File: src/rtl/sp_pkg.sv
package sp_pkg;

    localparam int TUPLE_BYTES = 8;
    localparam logic [15:0] GUARD_POLY = 16'h8BB7;

    typedef enum logic [1:0] {
        ST_DATA,
        ST_TUP_CHK,
        ST_TUP_GEN,
        ST_META
    } sp_state_t;

    localparam logic [1:0] MODE_INSERT = 2'd1;
    localparam logic [1:0] MODE_STRIP  = 2'd2;

    // One byte of the guard CRC, MSB first, no reflection.
    function automatic logic [15:0] crc16_byte(input logic [15:0] c_in, input logic [7:0] b);
        logic [15:0] c;
        logic        fb;
        c = c_in;
        for (int i = 7; i >= 0; i--) begin
            fb = c[15] ^ b[i];
            c  = {c[14:0], 1'b0};
            if (fb) c = c ^ GUARD_POLY;
        end
        return c;
    endfunction

endpackage

File: src/rtl/sp_guard_crc.sv
module sp_guard_crc (
    input  logic        clk,
    input  logic        rst_n,
    input  logic        clr,
    input  logic        en,
    input  logic [7:0]  din,
    output logic [15:0] crc
);
    import sp_pkg::*;

    always_ff @(posedge clk or negedge rst_n) begin
        if (!rst_n)   crc <= '0;
        else if (clr) crc <= '0;
        else if (en)  crc <= crc16_byte(crc, din);
    end
endmodule

File: src/rtl/sp_ref_track.sv
module sp_ref_track #(
    parameter int REF_W = 32
) (
    input  logic             clk,
    input  logic             rst_n,
    input  logic             load,
    input  logic [REF_W-1:0] load_val,
    input  logic             adv,
    output logic [REF_W-1:0] ref_val
);
    always_ff @(posedge clk or negedge rst_n) begin
        if (!rst_n)    ref_val <= '0;
        else if (load) ref_val <= load_val;
        else if (adv)  ref_val <= ref_val + REF_W'(1);
    end
endmodule

File: src/rtl/sector_prot_engine.sv
module sector_prot_engine #(
    parameter int SECT_BYTES = 512,
    parameter int META_EXTRA = 0
) (
    input  logic        clk,
    input  logic        rst_n,
    input  logic        start,
    input  logic [1:0]  cfg_mode,
    input  logic [1:0]  cfg_type,
    input  logic [31:0] cfg_ref,
    input  logic [15:0] cfg_app,
    input  logic        in_valid,
    input  logic [7:0]  in_data,
    output logic        in_ready,
    output logic        out_valid,
    output logic [7:0]  out_data,
    output logic        err_valid,
    output logic        err_guard,
    output logic        err_ref
);
    import sp_pkg::*;

    localparam bit HAS_META = (META_EXTRA > 0);
    localparam int META_LIM = HAS_META ? META_EXTRA : 1;
    localparam int MAX_A    = (SECT_BYTES > TUPLE_BYTES) ? SECT_BYTES : TUPLE_BYTES;
    localparam int MAX_LIM  = (MAX_A > META_LIM) ? MAX_A : META_LIM;
    localparam int CW       = $clog2(MAX_LIM);

    sp_state_t       state, state_nx;
    logic [CW-1:0]   cnt;
    logic [CW-1:0]   lim_m1;
    logic            beat, last, sec_end;
    logic            is_ins, is_strip;
    logic [15:0]     crc_val;
    logic [31:0]     trk_ref, exp_ref;
    logic [55:0]     tup_sh;
    logic [63:0]     rx_tuple, gen_tuple, gen_shift;
    logic            esc, chk_ref, bad_g, bad_r;

    assign is_ins   = (cfg_mode == MODE_INSERT);
    assign is_strip = (cfg_mode == MODE_STRIP);
    assign in_ready = !start && (state != ST_TUP_GEN);
    assign beat     = !start && ((state == ST_TUP_GEN) || in_valid);

    always_comb begin
        unique case (state)
            ST_DATA:    lim_m1 = CW'(SECT_BYTES - 1);
            ST_TUP_CHK: lim_m1 = CW'(TUPLE_BYTES - 1);
            ST_TUP_GEN: lim_m1 = CW'(TUPLE_BYTES - 1);
            ST_META:    lim_m1 = CW'(META_LIM - 1);
            default:    lim_m1 = '0;
        endcase
    end

    assign last    = (cnt == lim_m1);
    assign sec_end = beat && last && ((state == ST_TUP_CHK) || (state == ST_TUP_GEN));

    sp_guard_crc u_crc (
        .clk   (clk),
        .rst_n (rst_n),
        .clr   (sec_end || start),
        .en    (beat && (state == ST_DATA)),
        .din   (in_data),
        .crc   (crc_val)
    );

    sp_ref_track #(.REF_W(32)) u_ref (
        .clk      (clk),
        .rst_n    (rst_n),
        .load     (start),
        .load_val (cfg_ref),
        .adv      (sec_end && (cfg_type == 2'd1)),
        .ref_val  (trk_ref)
    );

    assign exp_ref = (cfg_type == 2'd1) ? trk_ref : cfg_ref;

    // Received and generated tuples
    assign rx_tuple  = {tup_sh, in_data};
    assign gen_tuple = {crc_val, cfg_app, exp_ref};
    assign gen_shift = gen_tuple << {cnt, 3'b000};

    assign esc     = (rx_tuple[47:32] == 16'hFFFF) || (rx_tuple[31:0] == 32'hFFFF_FFFF);
    assign chk_ref = (cfg_type == 2'd1) || (cfg_type == 2'd2);
    assign bad_g   = !esc && (rx_tuple[63:48] != crc_val);
    assign bad_r   = !esc && chk_ref && (rx_tuple[31:0] != exp_ref);

    // Next state
    always_comb begin
        state_nx = state;
        if (beat && last) begin
            unique case (state)
                ST_DATA:    state_nx = is_ins ? ST_TUP_GEN : ST_TUP_CHK;
                ST_TUP_CHK: state_nx = HAS_META ? ST_META : ST_DATA;
                ST_TUP_GEN: state_nx = HAS_META ? ST_META : ST_DATA;
                ST_META:    state_nx = ST_DATA;
                default:    state_nx = ST_DATA;
            endcase
        end
    end

    // State register and position counter
    always_ff @(posedge clk or negedge rst_n) begin
        if (!rst_n) begin
            state <= ST_DATA;
            cnt   <= '0;
        end else if (start) begin
            state <= ST_DATA;
            cnt   <= '0;
        end else if (beat) begin
            state <= state_nx;
            cnt   <= last ? '0 : cnt + CW'(1);
        end
    end

    // Outputs and tuple capture
    always_ff @(posedge clk or negedge rst_n) begin
        if (!rst_n) begin
            out_valid <= 1'b0;
            out_data  <= '0;
            err_valid <= 1'b0;
            err_guard <= 1'b0;
            err_ref   <= 1'b0;
            tup_sh    <= '0;
        end else begin
            out_valid <= 1'b0;
            err_valid <= 1'b0;
            err_guard <= 1'b0;
            err_ref   <= 1'b0;
            if (beat) begin
                unique case (state)
                    ST_DATA, ST_META: begin
                        out_valid <= 1'b1;
                        out_data  <= in_data;
                    end
                    ST_TUP_CHK: begin
                        tup_sh <= rx_tuple[55:0];
                        if (!is_strip) begin
                            out_valid <= 1'b1;
                            out_data  <= in_data;
                        end
                        if (last) begin
                            err_valid <= 1'b1;
                            err_guard <= bad_g;
                            err_ref   <= bad_r;
                        end
                    end
                    ST_TUP_GEN: begin
                        out_valid <= 1'b1;
                        out_data  <= gen_shift[63:56];
                    end
                    default: ;
                endcase
            end
        end
    end

endmodule

File: config.mk
export PLATFORM = sky130hd
export DESIGN_NAME = sector_prot_engine
export DESIGN_NICKNAME = d
export VERILOG_FILES = /design/src/rtl/sp_pkg.sv /design/src/rtl/sp_guard_crc.sv /design/src/rtl/sp_ref_track.sv /design/src/rtl/sector_prot_engine.sv
export SDC_FILE = /design/constraint.sdc
export NUM_CORES = 1
export LEC_CHECK = 0
export BUFFER_PORTS_ARGS = -buffer_cell sky130_fd_sc_hd__buf_2
export CAP_MARGIN = 20
export CORE_MARGIN = 3
export CORE_UTILIZATION = 50
export DETAILED_ROUTE_END_ITERATION = 6
export GPL_ROUTABILITY_DRIVEN = 0
export PLACE_DENSITY = 0.67
export SLEW_MARGIN = 20
export SYNTH_ARGS = -nofsm -noshare
export SYNTH_HDL_FRONTEND = slang
export SYNTH_SLANG_ARGS = --single-unit
File: constraint.sdc
create_clock -name clk -period 2.8 [get_ports clk]
set_input_delay 0.14 -clock clk [delete_from_list [all_inputs] [get_ports clk]]
set_output_delay 0.14 -clock clk [all_outputs]
set_load 0.1 [all_outputs]
==> results by group, run 1 <==
Status
  • Status: finished clean

Synthesis
  • Synth Area in Simple Gates: 12.2%
  • Seq/Total Area, Yosys: 40.2%
  • Post-Synth Adder-Cell Area: 1.42%
  • Async S/R FF share, synth: 100%
  • Mean Syn Cell Area: 10.7 sq um
  • Compound-Gate Fraction of Synth Area: about an eighth
  • Most used flip-flop cell after synthesis: dfrtp_1
  • Mapped Area: 7910 sq um
  • Synth Register Bits: ~130
  • Post-synth top cells: dfrtp_1, xnor2_1, mux2_2
  • Yosys top cell by area: dfrtp_1
  • Syn Nets: 812
  • Warnings from Yosys: 0
  • Synth cell types: 50
  • Most frequent cell after synthesis: dfrtp_1
  • Post-synth EDFFs: 0
  • Synth Area in XOR/XNOR: approximately 14%
  • Synth area leaders: dfrtp_1, mux2_2, xnor2_1
  • Largest family of logic cells by synthesized area: multiplexers
  • Mux contribution to synthesized area: 17.3%
  • Top-area cell type share of the netlist area: 40.2%
  • Post-Syn Instances: 739

Worst setup path
  • Crit path top cell by count: or4_4
  • Crit-path leading delay family: simple AND/OR/NAND/NOR gates
  • Setup CP Type: reg -> reg
  • CP Cell Sequence: or4_4 > or4_4 > a21o_1 > or4_1 > a31oi_1
  • Max incr delay on CP: 550 ps
  • Critical path endpoint category: register
  • Critical path fanouts, max: 12
  • Critical path arrival: 2960 ps
  • WP data required: 3150 ps
  • CP bufs+invs: 0
  • Startpoint types: register
  • Slowest library cell on the worst path: or4_4

Floorplan
  • IO Pins: 77
  • # rows: 45
  • Initial Utilization: 51.5%
  • CORE AREA: 15,400 sq um
  • Die area: 17,400 sq um
  • Die Y: 132 um
  • Die Wd: 132 um

Timing
  • Least-Margin Pin Slew: 980 ps
  • RSZ-0062 raised after global routing: false
  • Final Cycle Share: slightly above 90%
  • Setup TNS: 0 ps
  • Final Skew: 14.0 ps
  • Worst rel slew slack: 34.7%
  • Final setup viols: 0
  • Final Hold Vio Count: 0
  • Max Clk Rate: between 300 and 400 MHz
  • Minimum clock period: 2620 ps
  • Max-slew violation count: 0

Route
  • WL final: around 23,000 um
  • Vias/cell: just over 6
  • Iteration-0 DRC Markers: 590
  • WL per Instance: between 20 and 25 um
  • Initial DRT Pass Iterations: 5
  • Post-DRT Antenna Nets: 0
  • Vias after detailed routing: around 6.5k
  • Residual DRC: 0

Clocking
  • H-tree lvl count: 4
  • Sink Count: 127
  • CTS Buffer Depth: 2
  • Clk slew on worst S/H paths: about 60 ps
  • Post-CTS Setup Inserts: 0
  • Worst skew pair latency: 430 ps
  • CTS tree: built
  • CTS Buf Count: 17
  • CTS-repair resized insts: 0
  • CTS root buffer: clkbuf_16

Power and ir drop
  • Worst vdd ir: approximately 0.64 mV
  • Leak: 4.07 nW
  • Power Density: slightly above 700 nW/um^2
  • PnR Total Power: 0.00671 W

Cells and area
  • Antenna diodes: 0
  • Area Growth Syn to Fin: 19.8%
  • Reg area: roughly 3200 sq um
  • Fill count: between 1k and 1.5k
  • Final net count: 916
  • Multi-input gate area: 4460 sq um
  • Fin util: 61.7%
  • Layout cells sized above 1: a little over a quarter

GRT
  • Global-route wire length before repair: 35,800 um
  • Total grt overflow: 0
  • Initial antenna violation count: 0
  • Vias in the first global route: 6,543
  • GRT Util Overall: 26.2%
  • Largest net degree at the start of global routing: 73

Place
  • Port buffer count: 76
  • Dpl hpwl: 16,200 um

Job
  • MaxCap Viol Count: 0

Hold path
  • Min-delay worst type: in -> reg
metal layers:
layer  track usage [%]  wire length, um
met1              35.5             9750
met2              41.3            10800
met3              5.80             1150
met4              10.2              770
met5                 0                0
cells in the final DEF, fill, tap and decap left out, types with 3 or more instances in the layout:
cell	synthesis	final
dfrtp_1	127	127
buf_2	6	75
xnor2_1	71	71
mux2_2	59	59
nand2_1	44	43
xor2_1	38	38
o21ai_0	35	35
mux2i_1	34	34
nand4_1	34	34
dlygate4sd3_1	0	29
nor2_1	27	27
inv_1	26	26
buf_4	0	22
a21oi_1	21	21
nand3_1	20	20
clkbuf_16	0	17
o32ai_1	16	16
mux4_2	16	16
a31oi_1	12	12
a2111oi_2	11	11
nor2b_1	10	10
a211oi_1	9	9
nor4_1	8	8
or4_1	8	8
ha_1	9	8
or3_1	6	6
and3_1	5	5
and4_1	5	5
o31ai_1	5	5
clkinv_4	0	5
o21ai_1	4	4
a22o_1	4	4
o211ai_1	3	3
xnor3_1	3	3
a31o_2	3	3
inv_6	0	3
buf_12	0	3
tightest hold or removal path: stages:
cell     delay [ps]
buf_2           120
nand2_1          50
o21ai_0          80
stage by stage:
step	instances	instance area [sq um]	hold slack, ps	setup WS, ps
detailed placement	1006	8600	356	194
floorplan	739	7910	-156	349
global route	1067	9480	16.3	67.0
finish	1067	9480	4.17	182
CTS	1067	9480	1.04	187
global placement	1006	8600	361	265
power by group:
part | switching (W) | internal [W]
logic | 0.00117 | 0.00121
registers | 0.000180 | 0.00198
clock network | 0.000882 | 0.00128
total | 0.00224 | 0.00448
kinds of logic after synthesis:
logic type	Yosys count
and+or+nand+nor	179
buffers and inverters	70
muxes	109
adders and majority gates	9
xor gates and xnor gates	115
AOI/OAI and AO/OA	130
DFF	127
state kept, by name, summed over array words and instances, names as in the netlist, 2 cells and up:
signal,count
tup_sh,56
u_ref.ref_val,32
u_crc.crc,16
cnt,9
out_data,8
state,2
repair_timing:
action                                  4_1_cts  5_1_grt
endpoints found under the hold margin        98        0
hold buffers                                 29        0
endpoints found under the setup margin        0        0
final timing paths:
kind | start | endpoint | slack, ps | depth (start not counted)
max | cnt[6]$_DFFE_PN0P_ | u_ref.ref_val[21]$_DFFE_PN0P_ | 180 | 5
min | cfg_ref[14] | u_ref.ref_val[14]$_DFFE_PN0P_ | 4 | 3
max reg2reg | cnt[6]$_DFFE_PN0P_ | u_ref.ref_val[21]$_DFFE_PN0P_ | 180 | 5
min reg2reg | out_data[4]$_DFFE_PN0P_ | out_data[4]$_DFFE_PN0P_ | 490 | 2
max in group asynchronous | rst_n | tup_sh[22]$_DFFE_PN0P_ | 1550 | 3
min in group asynchronous | rst_n | cnt[6]$_DFFE_PN0P_ | 450 | 2
layout make-up:
cell class | instances | area share, %
multi-input cells | 542 | 47.1
well taps | 211 | 2.79
clock inverters | 13 | 1.39
clock buffers | 19 | 4.78
inverters | 26 | 1.03
repair buffers | 129 | 9.40
flip-flops and latches | 127 | 33.5
Note: power is estimated with default switching activity, not from simulation.
==> inputs of run 2 (changes only) <==
--- a/config.mk
+++ b/config.mk
@@ -8,10 +8,11 @@
 export BUFFER_PORTS_ARGS = -buffer_cell sky130_fd_sc_hd__buf_2
 export CAP_MARGIN = 20
 export CORE_MARGIN = 3
-export CORE_UTILIZATION = 50
+export CORE_UTILIZATION = 37
 export DETAILED_ROUTE_END_ITERATION = 6
 export GPL_ROUTABILITY_DRIVEN = 0
-export PLACE_DENSITY = 0.67
+export PLACE_DENSITY = 0.52
+export REMOVE_ABC_BUFFERS = 1
 export SLEW_MARGIN = 20
 export SYNTH_ARGS = -nofsm -noshare
 export SYNTH_HDL_FRONTEND = slang
==> run 2 against run 1 <==
Effect of this change:
- combinational power barely moved
- die area increased by 33%
- critical endpoint is now u_ref.ref_val[19]$_DFFE_PN0P_
- clock-buffer cell count unchanged
- maximum frequency down 0.78%
- design area grew 1.5%
- critical path type unchanged
- first-iteration DRC count down 16%
- total power is 2.9% higher
- utilization is 15 points lower
- flip-flop and latch count is the same
- cell count rose by 5.8%
==> results by group, run 2 (synthesis gave the netlist of run 1 again) <==
Place
  • Pre-CTS setup slack: 206 ps (+11.9 ps)
  • Dpl hpwl: 17,000 um (+5.0%)
  • Placed cell count: 1,065 (+5.9%)
  • Port buffer count: 76 (unchanged)

Timing
  • Max-slew violation count: 0 (unchanged)
  • Max Clk Rate: 379 MHz (-0.78%)
  • Final Cycle Share: 94.3% (+0.74 points)
  • RSZ-0062 raised after global routing: false
  • Least-Margin Pin Slew: 804 ps (-176 ps)
  • Hold slack: 21.9 ps (+17.7 ps)
  • Final Hold Vio Count: 0 (unchanged)
  • Final setup viols: 0 (unchanged)
  • Final Skew: 9.12 ps (-4.86 ps)
  • Worst rel slew slack: 45.9% (+11 points)
  • Fin worst setup slack: 161 ps (-20.7 ps)
  • Minimum clock period: 2640 ps (+20.7 ps)

Floorplan
  • Initial Utilization: 38.4% (-13 points)
  • Die Y: 152 um (+16%)
  • Die Wd: 152 um (+16%)
  • IO Pins: 77 (unchanged)
  • CORE AREA: 20,600 sq um (+34%)
  • Die area: 23,200 sq um (+33%)
  • # rows: 52 (+16%)

Worst setup path
  • Slowest library cell on the worst path: or4_4
  • Max incr delay on CP: 560 ps (about the same)
  • Critical path endpoint category: register
  • Crit-path leading delay family: simple AND/OR/NAND/NOR gates
  • WP data required: 3140 ps (about the same)
  • Critical path arrival: 2980 ps (+20 ps)
  • Setup CP Type: reg -> reg
  • Critical path fanouts, max: 12 (unchanged)
  • Startpoint types: register
  • Crit path top cell by count: or4_4
  • CP bufs+invs: 0 (unchanged)
  • CP Cell Sequence: or4_4 > or4_4 > a21o_1 > or4_1 > a31oi_1

Cells and area
  • Largest register by flop count: tup_sh
  • Top Registers: tup_sh (56), u_ref.ref_val (32), u_crc.crc (16)
  • Area Growth Syn to Fin: 21.5%
  • Antenna diodes: 0 (unchanged)
  • Max FFs per register: 56 (unchanged)
  • Finished Layout Cells: 1,129 (+5.8%)
  • Layout cells sized above 1: 26.3% (-0.21 points)
  • Fill count: 1,939 (+54%)
  • Commonest non-fill, non-tap cells in the layout: dfrtp_1, buf_2, xnor2_1
  • Fin util: 46.6% (-15 points)
  • Final net count: 919 (+0.33%)
  • Commonest non-fill, non-tap cell in the layout: dfrtp_1

Clocking
  • CTS-repair resized insts: 0 (unchanged)
  • Clk slew on worst S/H paths: 60 ps (about the same)
  • H-tree lvl count: 4 (unchanged)
  • CTS tree: built
  • Worst skew pair latency: 430 ps (about the same)
  • CTS root buffer: clkbuf_16
  • Hold Buf Count CTS: 32 (+10%)
  • CTS Buffer Depth: 2 (unchanged)
  • Sink Count: 127 (unchanged)
  • CTS Buf Count: 17 (unchanged)
  • Post-CTS Setup Inserts: 0 (unchanged)

Route
  • WL final: 23,300 um (+3.4%)
  • Residual DRC: 0 (unchanged)
  • WL per Instance: 20.6 um (-2.3%)
  • Vias after detailed routing: 6,301 (-3.4%)
  • Vias/cell: 5.58 (-8.7%)
  • Post-DRT Antenna Nets: 0 (unchanged)
  • Initial DRT Pass Iterations: 4 (-1)
  • Iteration-0 DRC Markers: 494 (-16%)

Status
  • Status: finished clean

Power and ir drop
  • Worst vdd ir: 0.384 mV (-40%)
  • Power Density: 718 nW/um^2 (+1.4%)
  • Leak: 4.09 nW (+0.63%)

GRT
  • GRT Util Overall: 20.1% (-6.1 points)
  • Global-route wire length before repair: 37,000 um (+3.2%)
  • Initial antenna violation count: 0 (unchanged)
  • Largest net degree at the start of global routing: 58 (-21%)
  • Total grt overflow: 0 (unchanged)
  • Vias in the first global route: 6,301 (-3.7%)

Hold path
  • Min-delay worst type: in -> reg

Job
  • MaxCap Viol Count: 0 (unchanged)
run 2: changes by cell type in the layout (fill, tap and decap cells not counted), sizes merged:
cell         change
bufinv           +2
clkinv           -4
dlygate4sd3      +3
inv              +2
run 2: through the flow:
step / TNS, ps / area [sq um] / power [W]
floorplan: -30080 / 7730 / 0.00398
global placement: 0 / 8680 / 0.00451
detailed placement: 0 / 8680 / 0.00452
CTS: 0 / 9620 / 0.00696
global route: 0 / 9620 / 0.00726
finish: 0 / 9620 / 0.00690
run 2: path summary, 6_finish.rpt:
check	endpoint	startpoint	cells past startpoint	slack, ps
worst max-delay path	u_ref.ref_val[19]$_DFFE_PN0P_	cnt[6]$_DFFE_PN0P_	5	160
worst min-delay path	err_ref$_DFF_PN0_	cfg_type[0]	3	20
worst max register to register	u_ref.ref_val[19]$_DFFE_PN0P_	cnt[6]$_DFFE_PN0P_	5	160
worst min register to register	out_data[3]$_DFFE_PN0P_	out_data[3]$_DFFE_PN0P_	2	480
max in group asynchronous	tup_sh[17]$_DFFE_PN0P_	rst_n	3	1690
min in group asynchronous	cnt[7]$_DFFE_PN0P_	rst_n	2	280
run 2: layout make-up:
type	count	area, sq um	area share [%]
repair buffers	132	921	9.58
well taps	270	338	3.51
clock inverters	13	178	1.85
clock buffers	19	443	4.61
multi-input cells	542	4460	46.4
inverters	26	97.6	1.01
flip-flops and latches	127	3180	33.0
run 2: report_power, final:
| group | switching (W) | internal (W) |
|---|---|---|
| logic | 0.00116 | 0.00121 |
| registers | 0.000188 | 0.00198 |
| clock network | 0.000924 | 0.00145 |
| total | 0.00227 | 0.00463 |
run 2: worst min-delay path, stage by stage:
cell      delay (ps)
buf_2             80
ha_2             150
a211oi_1          40
run 2: routing by layer:
metal | part of all wire, % | routed length, um | track usage [%]
met1 | 48 | 11100 | 29.0
met2 | 46 | 10800 | 30.9
met3 | 4.7 | 1100 | 3.78
met4 | 1.4 | 329 | 5.74
met5 | 0 | 0 | 0
